**src/rtl/ssc_pkg.sv**
```systemverilog
package ssc_pkg;

    typedef enum logic [2:0] {
        ST_IDLE,
        ST_READ,
        ST_WRITE,
        ST_SETTLE,
        ST_KICK,
        ST_WAIT,
        ST_FINAL,
        ST_DONE
    } cal_state_e;

endpackage

```
**src/rtl/ssc_settle_timer.sv**
```systemverilog
module ssc_settle_timer #(
    parameter int CNT_W = 8
) (
    input  logic             clk,
    input  logic             rst_n,
    input  logic             load,
    input  logic [CNT_W-1:0] load_val,
    output logic             expired
);

    logic [CNT_W-1:0] cnt_d, cnt_q;

    always_comb begin
        cnt_d = cnt_q;
        if (load) begin
            cnt_d = load_val;
        end else if (cnt_q != '0) begin
            cnt_d = cnt_q - CNT_W'(1);
        end
    end

    always_ff @(posedge clk or negedge rst_n) begin
        if (!rst_n) cnt_q <= '0;
        else        cnt_q <= cnt_d;
    end

    assign expired = (cnt_q == '0);

    // a running count drops by exactly one per cycle until reloaded
    a_r5_count_down: assert property (@(posedge clk) disable iff (!rst_n)
        (cnt_q != '0 && !load) |=> (cnt_q == $past(cnt_q) - CNT_W'(1)));

endmodule

```
**src/rtl/ssc_window_track.sv**
```systemverilog
module ssc_window_track #(
    parameter int DLY_W = 9,
    parameter int LEN_W = 6
) (
    input  logic             clk,
    input  logic             rst_n,
    input  logic             clear,
    input  logic             rec,
    input  logic             pass,
    input  logic [DLY_W-1:0] cand,
    output logic             found,
    output logic [DLY_W-1:0] centre
);

    typedef struct packed {
        logic             in_run;
        logic [DLY_W-1:0] run_first;
        logic [LEN_W-1:0] run_len;
        logic [DLY_W-1:0] best_first;
        logic [DLY_W-1:0] best_last;
        logic [LEN_W-1:0] best_len;
    } trk_t;

    trk_t trk_d, trk_q;
    logic [LEN_W-1:0] new_len;
    logic [DLY_W-1:0] new_first;
    logic [DLY_W:0]   span_sum;

    always_comb begin
        trk_d     = trk_q;
        new_len   = trk_q.in_run ? trk_q.run_len + LEN_W'(1) : LEN_W'(1);
        new_first = trk_q.in_run ? trk_q.run_first : cand;
        if (clear) begin
            trk_d = '0;
        end else if (rec) begin
            if (pass) begin
                trk_d.in_run    = 1'b1;
                trk_d.run_first = new_first;
                trk_d.run_len   = new_len;
                // strictly longer only: the earliest of equal runs is kept
                if (new_len > trk_q.best_len) begin
                    trk_d.best_first = new_first;
                    trk_d.best_last  = cand;
                    trk_d.best_len   = new_len;
                end
            end else begin
                trk_d.in_run  = 1'b0;
                trk_d.run_len = '0;
            end
        end
    end

    always_ff @(posedge clk or negedge rst_n) begin
        if (!rst_n) trk_q <= '0;
        else        trk_q <= trk_d;
    end

    assign span_sum = {1'b0, trk_q.best_first} + {1'b0, trk_q.best_last};
    assign centre   = span_sum[DLY_W:1];
    assign found    = (trk_q.best_len != '0);

    // a recorded window never starts after it ends
    a_r6_window_order: assert property (@(posedge clk) disable iff (!rst_n)
        found |-> (trk_q.best_first <= trk_q.best_last));

    // a running streak is never shorter than zero-length while flagged
    a_r6_run_nonempty: assert property (@(posedge clk) disable iff (!rst_n)
        trk_q.in_run |-> (trk_q.run_len != '0));

endmodule

```
**src/rtl/strobe_sweep_cal.sv**
```systemverilog
module strobe_sweep_cal
    import ssc_pkg::*;
#(
    parameter int              DLY_W    = 9,
    parameter int              MIN_DLY  = 0,
    parameter int              MAX_DLY  = 31,
    parameter int              STEP     = 1,
    parameter int              SETTLE_W = 8,
    parameter int              ADDR_W   = 8,
    parameter logic [ADDR_W-1:0] DLY_ADDR = 8'h24
) (
    input  logic                clk,
    input  logic                rst_n,
    input  logic                start_i,
    input  logic [SETTLE_W-1:0] settle_cycles_i,
    output logic                reg_req_o,
    output logic                reg_we_o,
    output logic [ADDR_W-1:0]   reg_addr_o,
    output logic [DLY_W-1:0]    reg_wdata_o,
    input  logic [DLY_W-1:0]    reg_rdata_i,
    input  logic                reg_ack_i,
    output logic                test_start_o,
    input  logic                test_done_i,
    input  logic                test_pass_i,
    output logic                busy_o,
    output logic                done_o,
    output logic                fail_o
);

    localparam int             NUM_CAND = (MAX_DLY - MIN_DLY) / STEP + 1;
    localparam int             LEN_W    = $clog2(NUM_CAND + 1);
    localparam logic [DLY_W:0] STEP_X   = (DLY_W + 1)'(STEP);
    localparam logic [DLY_W:0] MAX_X    = (DLY_W + 1)'(MAX_DLY);
    localparam logic [DLY_W-1:0] MIN_V  = DLY_W'(MIN_DLY);

    typedef struct packed {
        cal_state_e       st;
        logic [DLY_W-1:0] cand;
        logic [DLY_W-1:0] init;
        logic             fail;
    } ctl_t;

    ctl_t ctl_d, ctl_q;

    logic             trk_clear, trk_rec, win_found;
    logic [DLY_W-1:0] win_centre;
    logic             tmr_load, tmr_expired;
    logic [DLY_W:0]   cand_next;
    logic             cand_last;

    assign cand_next = {1'b0, ctl_q.cand} + STEP_X;
    assign cand_last = (cand_next > MAX_X);

    always_comb begin
        ctl_d     = ctl_q;
        trk_clear = 1'b0;
        trk_rec   = 1'b0;
        tmr_load  = 1'b0;
        unique case (ctl_q.st)
            ST_IDLE: begin
                if (start_i) begin
                    ctl_d.st   = ST_READ;
                    ctl_d.fail = 1'b0;
                    ctl_d.cand = MIN_V;
                    trk_clear  = 1'b1;
                end
            end
            ST_READ: begin
                if (reg_ack_i) begin
                    ctl_d.init = reg_rdata_i;
                    ctl_d.st   = ST_WRITE;
                end
            end
            ST_WRITE: begin
                if (reg_ack_i) begin
                    tmr_load = 1'b1;
                    ctl_d.st = ST_SETTLE;
                end
            end
            ST_SETTLE: begin
                if (tmr_expired) ctl_d.st = ST_KICK;
            end
            ST_KICK: begin
                ctl_d.st = ST_WAIT;
            end
            ST_WAIT: begin
                if (test_done_i) begin
                    trk_rec = 1'b1;
                    if (cand_last) begin
                        ctl_d.st = ST_FINAL;
                    end else begin
                        ctl_d.cand = cand_next[DLY_W-1:0];
                        ctl_d.st   = ST_WRITE;
                    end
                end
            end
            ST_FINAL: begin
                if (reg_ack_i) begin
                    ctl_d.fail = !win_found;
                    ctl_d.st   = ST_DONE;
                end
            end
            ST_DONE: begin
                ctl_d.st = ST_IDLE;
            end
            default: ctl_d.st = ST_IDLE;
        endcase
    end

    always_ff @(posedge clk or negedge rst_n) begin
        if (!rst_n) begin
            ctl_q    <= '0;
            ctl_q.st <= ST_IDLE;
        end else begin
            ctl_q <= ctl_d;
        end
    end

    ssc_settle_timer #(.CNT_W(SETTLE_W)) u_settle (
        .clk      (clk),
        .rst_n    (rst_n),
        .load     (tmr_load),
        .load_val (settle_cycles_i),
        .expired  (tmr_expired)
    );

    ssc_window_track #(.DLY_W(DLY_W), .LEN_W(LEN_W)) u_window (
        .clk    (clk),
        .rst_n  (rst_n),
        .clear  (trk_clear),
        .rec    (trk_rec),
        .pass   (test_pass_i),
        .cand   (ctl_q.cand),
        .found  (win_found),
        .centre (win_centre)
    );

    assign reg_req_o    = (ctl_q.st == ST_READ) || (ctl_q.st == ST_WRITE) || (ctl_q.st == ST_FINAL);
    assign reg_we_o     = (ctl_q.st == ST_WRITE) || (ctl_q.st == ST_FINAL);
    assign reg_addr_o   = DLY_ADDR;
    assign reg_wdata_o  = (ctl_q.st == ST_FINAL) ? (win_found ? win_centre : ctl_q.init) : ctl_q.cand;
    assign test_start_o = (ctl_q.st == ST_KICK);
    assign busy_o       = (ctl_q.st != ST_IDLE) && (ctl_q.st != ST_DONE);
    assign done_o       = (ctl_q.st == ST_DONE);
    assign fail_o       = ctl_q.fail;

    // a pending access keeps its request, direction and data
    a_r3_hold_until_ack: assert property (@(posedge clk) disable iff (!rst_n)
        (reg_req_o && !reg_ack_i) |=> (reg_req_o && $stable(reg_we_o) && $stable(reg_wdata_o)));

    // the checker is started by a single-cycle pulse
    a_r4_kick_pulse: assert property (@(posedge clk) disable iff (!rst_n)
        test_start_o |=> !test_start_o);

    // sweep writes stay inside the candidate range
    a_r4_cand_range: assert property (@(posedge clk) disable iff (!rst_n)
        (ctl_q.st == ST_WRITE) |-> ((ctl_q.cand >= MIN_V) && ({1'b0, ctl_q.cand} <= MAX_X)));

    // completion is reported only when no longer busy or accessing
    a_r8_done_idle: assert property (@(posedge clk) disable iff (!rst_n)
        done_o |-> (!busy_o && !reg_req_o));

    // the fail flag can only rise together with completion
    a_r7_fail_with_done: assert property (@(posedge clk) disable iff (!rst_n)
        $rose(fail_o) |-> done_o);

endmodule

```
**config.mk**
```make
export PLATFORM = sky130hd
export DESIGN_NAME = strobe_sweep_cal
export DESIGN_NICKNAME = d
export VERILOG_FILES = /design/src/rtl/ssc_pkg.sv /design/src/rtl/ssc_settle_timer.sv /design/src/rtl/ssc_window_track.sv /design/src/rtl/strobe_sweep_cal.sv
export SDC_FILE = /design/constraint.sdc
export NUM_CORES = 1
export LEC_CHECK = 0
export BUFFER_PORTS_ARGS = -buffer_cell sky130_fd_sc_hd__buf_2
export CAP_MARGIN = 15
export CORE_ASPECT_RATIO = 1.4
export CORE_MARGIN = 2
export CORE_UTILIZATION = 30
export CTS_BUF_LIST = sky130_fd_sc_hd__clkbuf_8
export DETAILED_ROUTE_END_ITERATION = 10
export PLACE_DENSITY_LB_ADDON = 0.15
export SLEW_MARGIN = 25
export SYNTH_ARGS = -nofsm -noshare
export SYNTH_HDL_FRONTEND = slang
export SYNTH_SLANG_ARGS = --single-unit
```
**constraint.sdc**
```tcl
create_clock -name clk -period 4.4 [get_ports clk]
set_input_delay 0.66 -clock clk [delete_from_list [all_inputs] [get_ports clk]]
set_output_delay 0.66 -clock clk [all_outputs]
set_load 0.02 [all_outputs]
```
==> results of run 1 <==
final cells by class:
cell class | instances | area [sq um] | area share [%]
Clock buffer | 11 | 151 | 3.25
Clock inverter | 5 | 57.6 | 1.24
Timing Repair Buffer | 40 | 208 | 4.46
Inverter | 28 | 105 | 2.26
Multi-Input combinational cell | 324 | 2160 | 46.3
Sequential cell | 70 | 1750 | 37.6
Tap cell | 182 | 228 | 4.89
metal layers:
layer,track usage [%],up-vias,routed length [um]
met5,0,-,0
met4,6.79,0,289
met3,2.55,19,293
met2,25.1,61,5150
met1,18.7,1561,4440
li1,-,1591,-
cell usage after synthesis (2+ instances only):
| cell type | number | area (sq um) |
|---|---|---|
| buf_2 | 2 | 10.0 |
| a31oi_1 | 5 | 31.3 |
| mux2_2 | 10 | 113 |
| or3_1 | 2 | 12.5 |
| a21o_1 | 2 | 15.0 |
| dfrtp_1 | 70 | 1750 |
| clkbuf_1 | 14 | 52.6 |
| and2_1 | 10 | 62.6 |
| a21oi_1 | 13 | 65.1 |
| o31ai_1 | 2 | 15.0 |
| a22o_1 | 3 | 26.3 |
| buf_4 | 10 | 75.1 |
| mux2i_1 | 33 | 330 |
| a311oi_1 | 2 | 17.5 |
| nand2b_1 | 5 | 31.3 |
| and3_1 | 6 | 37.5 |
| o221ai_1 | 2 | 17.5 |
| a311o_1 | 2 | 20.0 |
| nor3_1 | 7 | 35.0 |
| nand2_1 | 79 | 297 |
| xnor2_1 | 8 | 70.1 |
| or4_1 | 3 | 22.5 |
| conb_1 | 2 | 7.51 |
| and4_1 | 2 | 17.5 |
| nand3_1 | 12 | 60.1 |
| nor2_1 | 17 | 63.8 |
| ha_1 | 19 | 238 |
| o211ai_1 | 4 | 30.0 |
| inv_1 | 28 | 105 |
| xor2_1 | 7 | 61.3 |
| nand4_1 | 4 | 25.0 |
| o21ai_0 | 37 | 185 |
worst max-delay path: stages (launching register included):
cell and delay, ns:
dfrtp_1 0.39, ha_1 0.35, a21oi_1 0.28, a21oi_1 0.13, or3_1 0.35, a311oi_1 0.27, a21oi_1 0.09, buf_2 0.18
worst min path at each step:
stage	slack, ns	endpoint	depth (start not counted)	from
2_1_floorplan	0.36	ctl_q[10]	0	rst_n
3_3_place_gp	0.49	ctl_q[7]	1	ctl_q[7]
3_5_place_dp	0.50	ctl_q[2]	1	ctl_q[2]
4_1_cts	0.24	u_window.trk_q[12]	1	rst_n
5_1_grt	0.27	ctl_q[17]	1	rst_n
6_report	0.23	ctl_q[17]	1	rst_n
kinds of logic (layout without fill, tap and decap cells):
kind of cell | count (synthesis) | count (layout) | share of synthesized area [%]
xor+xnor | 15 | 15 | 3.18
fa+ha+maj | 20 | 20 | 6.24
compound gates | 82 | 82 | 13.1
buf+inv | 55 | 84 | 5.97
mux | 43 | 43 | 10.7
other cells | 2 | 8 | 0.182
simple gates | 156 | 156 | 18.2
flops | 70 | 70 | 42.4
registers in the layout (all words and copies together), names as in the netlist:
name and count:
ctl_q 21, fail_o 1, u_settle.cnt_q 8, u_window.trk_q 40
per-stage QoR:
stage	cell area (sq um)	total power, mW	util, %
6_report	4660	2.28	34.8
5_1_grt	4660	2.45	34.8
4_1_cts	4660	2.32	34.8
3_5_place_dp	4450	1.75	33.2
3_3_place_gp	4450	1.74	33.2
2_1_floorplan	4150	1.53	-
where the power goes:
part | internal (mW) | leakage, nW | switching (mW)
logic | 0.317 | 1.03 | 0.455
clock network | 0.292 | 0.0976 | 0.262
registers | 0.785 | 0.934 | 0.174
total | 1.39 | 2.06 | 0.891
==> results.md, run 1 <==
* Ports at 46
* Critical path launch point type: flop
* Port Buffers at 37
* CTS Buf Count at 9
* Vias in the first global route at around 3300
* Slew Viols, Final at 0
* Gpl congestion at just over 0.8
* Final worst slack at between 1 and 1.5 ns
* EDFF count, synth at 0
* Pre-antenna DRT Iters at 5
* Most frequent cells in the layout: nand2_1 (79), dfrtp_1 (70), o21ai_0 (37), buf_2 (37), mux2i_1 (33)
* First-pass GRT wire length at approximately 17 mm
* Worst setup startpoint: u_window.trk_q[8]
* Post-synth top flop: dfrtp_1
* Post-synth cell types at 53
* Via density per instance at about 4.9
* Post-Route Skew at just over 0.008 ns
* Peak Freq at ~0.33 GHz
* Core area at approximately 0.013 sq mm
* Final setup TNS at 0 ns
* Slew Limit Headroom at approximately 40%
* Post-CTS sizing at 0
* Clk pin slew, worst setup/hold paths at approximately 0.08 ns
* Syn avg cell area at ~9.3 sq um
* Final non-filler cell total at 660
* Fraction of layout instances using a drive strength above 1 at between 10% and 20%
* Syn Inst Count at 443
* R2R Path End: u_window.trk_q[5]
* # hold bufs at CTS at 0
* R2R cell count at 10
* Slew @ Worst Pin at between 0.8 and 0.9 ns
* Htree depth at 3
* Register-to-register setup slack at roughly 1.5 ns
* Synthesis Warnings at 0
* Commonest non-fill, non-tap cell in the layout: nand2_1
* Routed len/inst at between 15 and 20 um
* Seq/Total Area, Yosys at a little over two fifths
* Largest net degree at the start of global routing at 52
* Final min period at 3.06 ns
* Clock tree buffer depth at 2
* Antenna Cells at 0
* Post-synth design cell area at 0.00413 sq mm
* CP Class: flop to output port
* Initial DRC Count at ~170
* Total track usage at between 10% and 20%
* Post-Route WL at roughly 10 mm
* Via Count at 3232
* Pleak at a little over 2 nW
* End of the critical path: reg_wdata_o[4]
* Status: completed
* Setup slack after placement at 1.48 ns
* Post-CTS Setup Inserts at 0
* Worst Path Required at around 3.7 ns
* Die Y at around 140 um
* Reg2reg start: u_window.trk_q[26]
* Nets at around 520
* Global route overflow at 0
* Number of remaining DRC errors at 0
* Synthesized flop and latch total at 70
* Placed cells at about 640
* Worst EP arrival at 2.40 ns
* DP HPWL at 7.37 mm
* Final period util at 69.5%
* # clock sinks at 70
* Starting Density at between 30% and 40%
* Cell Rows at 50
* CP Capture Type: output port
* WHS at ~0.23 ns
* CTS tree: yes
* Asr flop ratio synth at 100%
* Area grow syn2layout at 12.8%
* Root Buffer: clkbuf_8
* Worst vdd ir at roughly 0.00022 V
* Die Wd at a little over 100 um
* Final Setup Violations at 0
* Clk_lat worst skew at approximately 0.36 ns
* DIE AREA at around 0.015 sq mm
* FILL cells at ~1400
* RSZ-0062 raised after global routing: false
* Initial antenna violation count at 0
* Post-route ant nets at 0
* CP Max Fanout at 4
* Hold WC Path Type: input pin to async pin
* Max-cap violations at 0
* Power per cell area at 490 mW/mm^2
* Hold Vio Cnt, Final at 0
Power figures use the tool's default switching activity.
==> inputs of run 2 (changes only) <==
--- a/config.mk
+++ b/config.mk
@@ -5,6 +5,7 @@
 export SDC_FILE = /design/constraint.sdc
 export NUM_CORES = 1
 export LEC_CHECK = 0
+export ABC_AREA = 1
 export BUFFER_PORTS_ARGS = -buffer_cell sky130_fd_sc_hd__buf_2
 export CAP_MARGIN = 15
 export CORE_ASPECT_RATIO = 1.4
==> constraint.sdc (replaced) <==
create_clock -name clk -period 2.9 [get_ports clk]
set_input_delay 0.435 -clock clk [delete_from_list [all_inputs] [get_ports clk]]
set_output_delay 0.435 -clock clk [all_outputs]
set_load 0.02 [all_outputs]
==> run 2 against run 1 <==
Compared with the run above:
- count of clock-buffer cells in the layout grew 1
- area after synthesis shrank 1.2%
- die area shrank 1.1%
- register-to-register slack lost 0.99 ns
- clock power grew 31%
- cell count grew 12%
- combinational power grew 68%
- critical path depth grew 4
- synthesized cell count grew 16%
- non-clock buffer count grew 3
==> results.md, run 2 <==
* Seq/Total Area, Yosys at 42.9% (was 42.4%)
* Area grow syn2layout at 13.2% (was 12.8%)
* Cell Rows at 50 (unchanged)
* Top post-synthesis cells by count: nand2_1 (86), inv_1 (76), dfrtp_1 (70) (was nand2_1 (79), dfrtp_1 (70), o21ai_0 (37))
* Worst EP arrival at 2.25 ns (was 2.40 ns)
* Net Switching at 1.39 mW (was 0.891 mW)
* Post-synth top flop: dfrtp_1 (unchanged)
* CTS Buf Count at 9 (unchanged)
* Syn avg cell area at 7.95 sq um (was 9.33 sq um)
* CP Class: flop to output port (unchanged)
* Slew Limit Headroom at 51.1% (was 40.8%)
* Seq pwr share at 40.8% (was 42.0%)
* Post-synth cell types at 41 (was 53)
* Ports at 46 (unchanged)
* Placed Area at 0.00443 sq mm (was 0.00445 sq mm)
* Max-cap violations at 0 (unchanged)
* Clk pin slew, worst setup/hold paths at 0.07 ns (was 0.08 ns)
* Count leader, synth: nand2_1 (unchanged)
* Placed cells at 722 (was 644)
* RSZ-0062 raised after global routing: false (unchanged)
* Gpl congestion at 0.817 (was 0.816)
* FILL cells at 1442 (was 1447)
* Largest register FFs at 40 (unchanged)
* Hold Vio Cnt, Final at 0 (unchanged)
* Post-synthesis mux area share at 1.07% (was 10.7%)
* Initial antenna violation count at 0 (unchanged)
* Htree depth at 3 (unchanged)
* Initial DRC Count at 126 (was 166)
* Nets at 595 (was 516)
* Final non-filler cell total at 737 (was 660)
* Cells on Worst Hold Path at 2
* Asr flop ratio synth at 100% (unchanged)
* Antenna Cells at 0 (unchanged)
* Peak Freq at between 0.3 and 0.4 GHz
* Final period util at about 90%
* Number of remaining DRC errors at 0 (unchanged)
* Post-Synth Adder-Cell Area at 6.31% (was 6.24%)
* EDFF count, synth at 0 (unchanged)
* Switching share of power at 40.8% (was 39.0%)
* Synthesis Warnings at 0 (unchanged)
* Power per cell area at 739 mW/mm^2 (was 490 mW/mm^2)
* Syn Inst Count at 514 (was 443)
* WHS at 0.320 ns (was 0.233 ns)
* Die Wd at 103 um (about the same)
* Port Buffers at 37 (unchanged)
* First-pass GRT wire length at 17.9 mm (was 17.0 mm)
* Setup slack after placement at 0.497 ns (was 1.48 ns)
* Compound-cell area share of the yosys netlist at 16.6% (was 13.1%)
* Pleak at 2.24 nW (was 2.06 nW)
* Finished Core Util at 34.7% (was 34.8%)
* Final Setup Violations at 0 (unchanged)
* Synthesized flop and latch total at 70 (unchanged)
* Simple-gate portion of the synthesized area at 20.4% (was 18.2%)
* CP Max Fanout at 3 (was 4)
* DP HPWL at 8.10 mm (was 7.37 mm)
* Final setup TNS at 0 ns (unchanged)
* Largest register by flop count: u_window.trk_q (unchanged)
* Final worst slack at 0.214 ns (was 1.34 ns)
* Logic gate share of total power at 38.1% (was 33.8%)
* Post-CTS Setup Inserts at 0 (unchanged)
* Hold WC Path Type: input pin to flop (was input pin to async pin)
* Status: completed (unchanged)
* Slew @ Worst Pin at 0.734 ns (was 0.888 ns)
* Post-route ant nets at 0 (unchanged)
* CTS tree: yes (unchanged)
* Die Y at 142 um (was 143 um)
* Worst vdd ir at 0.000508 V (was 0.000217 V)
* Main combinational cell family by area after synthesis: simple AND/OR/NAND/NOR gates (unchanged)
* Pre-antenna DRT Iters at 4 (was 5)
* Global route overflow at 0 (unchanged)
* Register area at 0.00175 sq mm (unchanged)
* Clock tree buffer depth at 2 (unchanged)
* Clock power frac at 21.1% (was 24.2%)
* Via density per instance at 4.71 (was 4.90)
* Vias in the first global route at 3425 (was 3292)
* Total track usage at 15.9% (was 15.0%)
* Xor/xnor cell area share of the yosys netlist at 1.93% (was 3.18%)
* Fraction of layout instances using a drive strength above 1 at 12.6% (was 15.3%)
* Post-Route WL at 10.6 mm (was 10.2 mm)
* Routed len/inst at 14.4 um (was 15.4 um)
* Worst Path Required at 2.47 ns (was 3.74 ns)
* Power Total at 3.42 mW (was 2.28 mW)
* # clock sinks at 70 (unchanged)
* Post-synth design cell area at 0.00408 sq mm (was 0.00413 sq mm)
* Largest net degree at the start of global routing at 42 (was 52)
* Clk_lat worst skew at 0.35 ns (was 0.36 ns)
* Root Buffer: clkbuf_8 (unchanged)
* Via Count at 3469 (was 3232)
* Most frequent cells in the layout: nand2_1 (86), inv_1 (77), dfrtp_1 (70), nor2_1 (44), nand3_1 (38) (was nand2_1 (79), dfrtp_1 (70), o21ai_0 (37), buf_2 (37), mux2i_1 (33))
* Critical path launch point type: flop (unchanged)
* Core area at 0.0133 sq mm (was 0.0134 sq mm)
* CP Capture Type: output port (unchanged)
* Register-to-register setup slack at 0.49 ns (was 1.48 ns)
* Slew Viols, Final at 0 (unchanged)
* Post-synth top area share at 42.9% (was 42.4%)
* DIE AREA at 0.0146 sq mm (was 0.0147 sq mm)
* Final min period at roughly 2.7 ns
* Post-synth top area cell: dfrtp_1 (unchanged)
* Starting Density at 30.6% (was 30.9%)
* Multi-input gate area at 0.00193 sq mm (was 0.00216 sq mm)
* Top post-synthesis cells by area: dfrtp_1 (43%), nand2_1 (7.9%), inv_1 (7.0%), ha_1 (5.8%), nand3_1 (4.7%) (was dfrtp_1 (42%), mux2i_1 (8.0%), nand2_1 (7.2%), ha_1 (5.8%), o21ai_0 (4.5%))
* P_int at 2.02 mW (was 1.39 mW)
* Commonest non-fill, non-tap cell in the layout: nand2_1 (unchanged)
* Post-Route Skew at 0.00713 ns (was 0.00810 ns)
* Largest registers: u_window.trk_q x40, ctl_q x21, u_settle.cnt_q x8 (unchanged)
* R2R cell count at 11 (was 10)
* Post-route cell area at 0.00462 sq mm (was 0.00466 sq mm)
==> run 2: critical path: stages (launching register included) <==
cell	delay [ns]
dfrtp_1	0.36
inv_1	0.07
fa_1	0.45
nand3b_1	0.17
nand2_1	0.12
nand3_1	0.08
nand2_1	0.10
nand3_1	0.10
nand3_1	0.08
nand2_1	0.07
o21bai_1	0.13
buf_2	0.18
==> run 2: path summary, 6_finish.rpt <==
| check | start | endpoint |
|---|---|---|
| max | u_window.trk_q[7] | reg_wdata_o[7] |
| min | reg_rdata_i[4] | ctl_q[5] |
| max reg2reg | u_window.trk_q[39] | u_window.trk_q[5] |
| min reg2reg | ctl_q[18] | ctl_q[18] |
| max in group asynchronous | rst_n | ctl_q[12] |
| min in group asynchronous | rst_n | u_window.trk_q[20] |
==> run 2: kinds of logic (layout without fill, tap and decap cells) <==
family	Yosys count	count (layout)
flip-flops	70	70
AND/OR/NAND/NOR	190	190
adder cells (fa/ha/maj)	20	20
buffers and inverters	101	136
multiplexers	4	4
AO/OA/AOI/OAI	118	118
other	2	8
XOR/XNOR	9	9
==> run 2: layer usage <==
metal	track usage [%]	vias to the layer above	share of wire, %
li1	-	1764	-
met1	19.9	1630	43
met2	27.1	60	52
met3	2.06	15	2.2
met4	7.02	0	2.1
met5	0	-	0
==> run 2: power groups by stage <==
stage | Combinational, mW | Clock [mW] | Sequential, mW
after floorplan | 1.03 | 0 | 1.35
after global placement | 1.30 | 0 | 1.41
after detailed placement | 1.31 | 0 | 1.41
after CTS | 1.31 | 0.749 | 1.39
after global routing | 1.48 | 0.801 | 1.43
final | 1.30 | 0.722 | 1.39
==> run 2: cell type report <==
| cell class | count | area share (%) |
|---|---|---|
| clock buffers | 12 | 3.57 |
| multi-input cells | 349 | 41.7 |
| inverters | 79 | 6.41 |
| well taps | 182 | 4.93 |
| flip-flops and latches | 70 | 37.9 |
| clock inverters | 2 | 0.189 |
| repair buffers | 43 | 5.30 |
==> run 2: what timing repair did <==
| action | 4_1_cts | 5_1_grt |
|---|---|---|
| setup endpoints to repair | 0 | 1 |
| endpoints found under the hold margin | 14 | 0 |
| gates resized for setup | 0 | 1 |
| hold buffers | 1 | 0 |
==> inputs of run 3 (changes only) <==
--- a/config.mk
+++ b/config.mk
@@ -9,7 +9,6 @@
 export BUFFER_PORTS_ARGS = -buffer_cell sky130_fd_sc_hd__buf_2
 export CAP_MARGIN = 15
 export CORE_ASPECT_RATIO = 1.4
-export CORE_MARGIN = 2
 export CORE_UTILIZATION = 30
 export CTS_BUF_LIST = sky130_fd_sc_hd__clkbuf_8
 export DETAILED_ROUTE_END_ITERATION = 10
==> run 3 against run 2 <==
Compared with the run above:
- register-to-register slack is essentially flat
- count of clock-buffer cells in the layout did not move
- core utilization is essentially flat
- via count increased by 1.2%
- largest power group unchanged
- first-iteration DRC count is 52% higher
- wire length increased by 0.88%
- setup slack got worse by 0.016 ns
==> results.md, run 3 (synthesized netlist as in run 2, its figures left out) <==
* Slew @ Worst Pin at 0.682 ns (was 0.734 ns)
* Power per cell area at 758 mW/mm^2 (was 739 mW/mm^2)
* # clock sinks at 70 (unchanged)
* Die Wd at 101 um (was 103 um)
* Final min period at 2.70 ns (was 2.69 ns)
* Port Buffers at 37 (unchanged)
* Post-route ant nets at 0 (unchanged)
* Post-CTS sizing at 0 (unchanged)
* Via Count at 3509 (was 3469)
* FILL cells at 1412 (was 1442)
* Vias in the first global route at 3470 (was 3425)
* Finished Core Util at 34.7% (about the same)
* Global route overflow at 0 (unchanged)
* Initial antenna violation count at 0 (unchanged)
* Top Layer Used: met4 (unchanged)
* Final setup TNS at 0 ns (unchanged)
* Commonest non-fill, non-tap cell in the layout: nand2_1 (unchanged)
* Peak Freq at 0.370 GHz (was 0.372 GHz)
* Largest register by flop count: u_window.trk_q (unchanged)
* Ports at 46 (unchanged)
* CP Capture Type: output port (unchanged)
* DP HPWL at 7.97 mm (was 8.10 mm)
* Fraction of layout instances using a drive strength above 1 at 12.7% (was 12.6%)
* Pre-antenna DRT Iters at 6 (was 4)
* Clk pin slew, worst setup/hold paths at 0.08 ns (was 0.07 ns)
* Slew Limit Headroom at 54.5% (was 51.1%)
* CTS tree: yes (unchanged)
* Routed length on met2 at 5.63 mm (was 5.56 mm)
* Gpl congestion at 0.803 (was 0.817)
* Antenna Cells at 0 (unchanged)
* Worst EP arrival at 2.27 ns (was 2.25 ns)
* Number of remaining DRC errors at 0 (unchanged)
* Post-Route WL at 10.7 mm (was 10.6 mm)
* Max-cap violations at 0 (unchanged)
* Largest net degree at the start of global routing at 71 (was 42)
* Hold WC Path Type: input pin to async pin (was input pin to flop)
* Status: completed (unchanged)
* Post-CTS Setup Inserts at 0 (unchanged)
* Starting Density at 30.6% (unchanged)
* Core area at 0.0133 sq mm (unchanged)
* CP Max Fanout at 7 (was 3)
* Worst Path Required at 2.47 ns (about the same)
* Final period util at 93.2% (was 92.6%)
* Via density per instance at 4.75 (was 4.71)
* Placed Area at 0.00443 sq mm (about the same)
* Clock tree buffer depth at 2 (unchanged)
* Post-route cell area at 0.00462 sq mm (about the same)
* Worst setup startpoint: u_window.trk_q[4] (was u_window.trk_q[7])
* Post-Route Skew at 0.0122 ns (was 0.00713 ns)
* # hold bufs at CTS at 0 (was 1)
* Largest register FFs at 40 (unchanged)
* Met1 WL at 4.61 mm (was 4.62 mm)
* Met3 routed WL at 301 um (was 233 um)
* CP Class: flop to output port (unchanged)
* Htree depth at 3 (unchanged)
* CTS Buf Count at 9 (unchanged)
* Largest registers: u_window.trk_q x40, ctl_q x21, u_settle.cnt_q x8 (unchanged)
* Initial DRC Count at 191 (was 126)
* Routed len/inst at 14.5 um (was 14.4 um)
* Clk_lat worst skew at 0.36 ns (was 0.35 ns)
* Most frequent cells in the layout: nand2_1 (86), inv_1 (78), dfrtp_1 (70), nor2_1 (44), nand3_1 (38) (was nand2_1 (86), inv_1 (77), dfrtp_1 (70), nor2_1 (44), nand3_1 (38))
* Area grow syn2layout at 13.1% (was 13.2%)
* Pleak at 2.23 nW (was 2.24 nW)
* Worst vdd ir at 0.000362 V (was 0.000508 V)
* Nets at 595 (unchanged)
* DIE AREA at 0.0141 sq mm (was 0.0146 sq mm)
* First-pass GRT wire length at 17.7 mm (was 17.9 mm)
* Critical path launch point type: flop (unchanged)
* Slew Viols, Final at 0 (unchanged)
* Final Setup Violations at 0 (unchanged)
* Die Y at 140 um (was 142 um)
* Total track usage at 16.4% (was 15.9%)
* RSZ-0062 raised after global routing: false (unchanged)
* Reg2reg start: u_window.trk_q[24] (was u_window.trk_q[39])
* Root Buffer: clkbuf_8 (unchanged)
* Cell Rows at 50 (unchanged)
* Hold Vio Cnt, Final at 0 (unchanged)
## run 3: per-stage QoR
step           setup WS [ns]  cells  power, mW  hold WS (ns)
5_1_grt               0.0141    739       3.79         0.248
6_report               0.198    739       3.50         0.174
4_1_cts                0.210    739       3.54         0.298
2_1_floorplan          0.710    520       2.39         0.139
3_5_place_dp           0.492    723       2.77         0.479
3_3_place_gp           0.557    723       2.76         0.469
## run 3: path summary, 6_finish.rpt
kind	end	slack, ns	depth (start not counted)
worst max-delay path	reg_wdata_o[2]	0.20	9
max in group asynchronous	u_window.trk_q[30]	2.24	2
worst min-delay path	u_window.trk_q[14]	0.17	2
worst min register to register	ctl_q[18]	0.50	2
worst max register to register	u_window.trk_q[23]	0.50	14
min in group clk	ctl_q[5]	0.31	2
## run 3: layer usage
layer  up-vias  track usage (%)
li1       1762                -
met1      1664             20.0
met2        69             28.8
met3        14             2.79
met4         0             6.10
met5         -                0
## run 3: layout make-up
type	instances	area (sq um)	area share (%)
timing repair buffer	43	234	5.06
inverter	79	297	6.42
clock buffer	12	165	3.57
clock inverter	4	22.5	0.487
tap	182	228	4.93
sequential	70	1750	37.9
multi-input combinational	349	1920	41.6
## run 3: worst max-delay path: stages, from the launching register on
cell,delay [ns]
dfrtp_1,0.36
inv_1,0.10
nand2_1,0.06
nor3_1,0.28
nand3_1,0.34
nand2_1,0.27
a21oi_1,0.05
o21ai_0,0.08
o221ai_1,0.16
buf_2,0.19
## run 3: report_power, final
group | internal [mW] | switching (mW) | total, mW
logic | 0.453 | 0.913 | 1.37
clock network | 0.375 | 0.383 | 0.758
registers | 1.22 | 0.162 | 1.38
total | 2.04 | 1.46 | 3.50
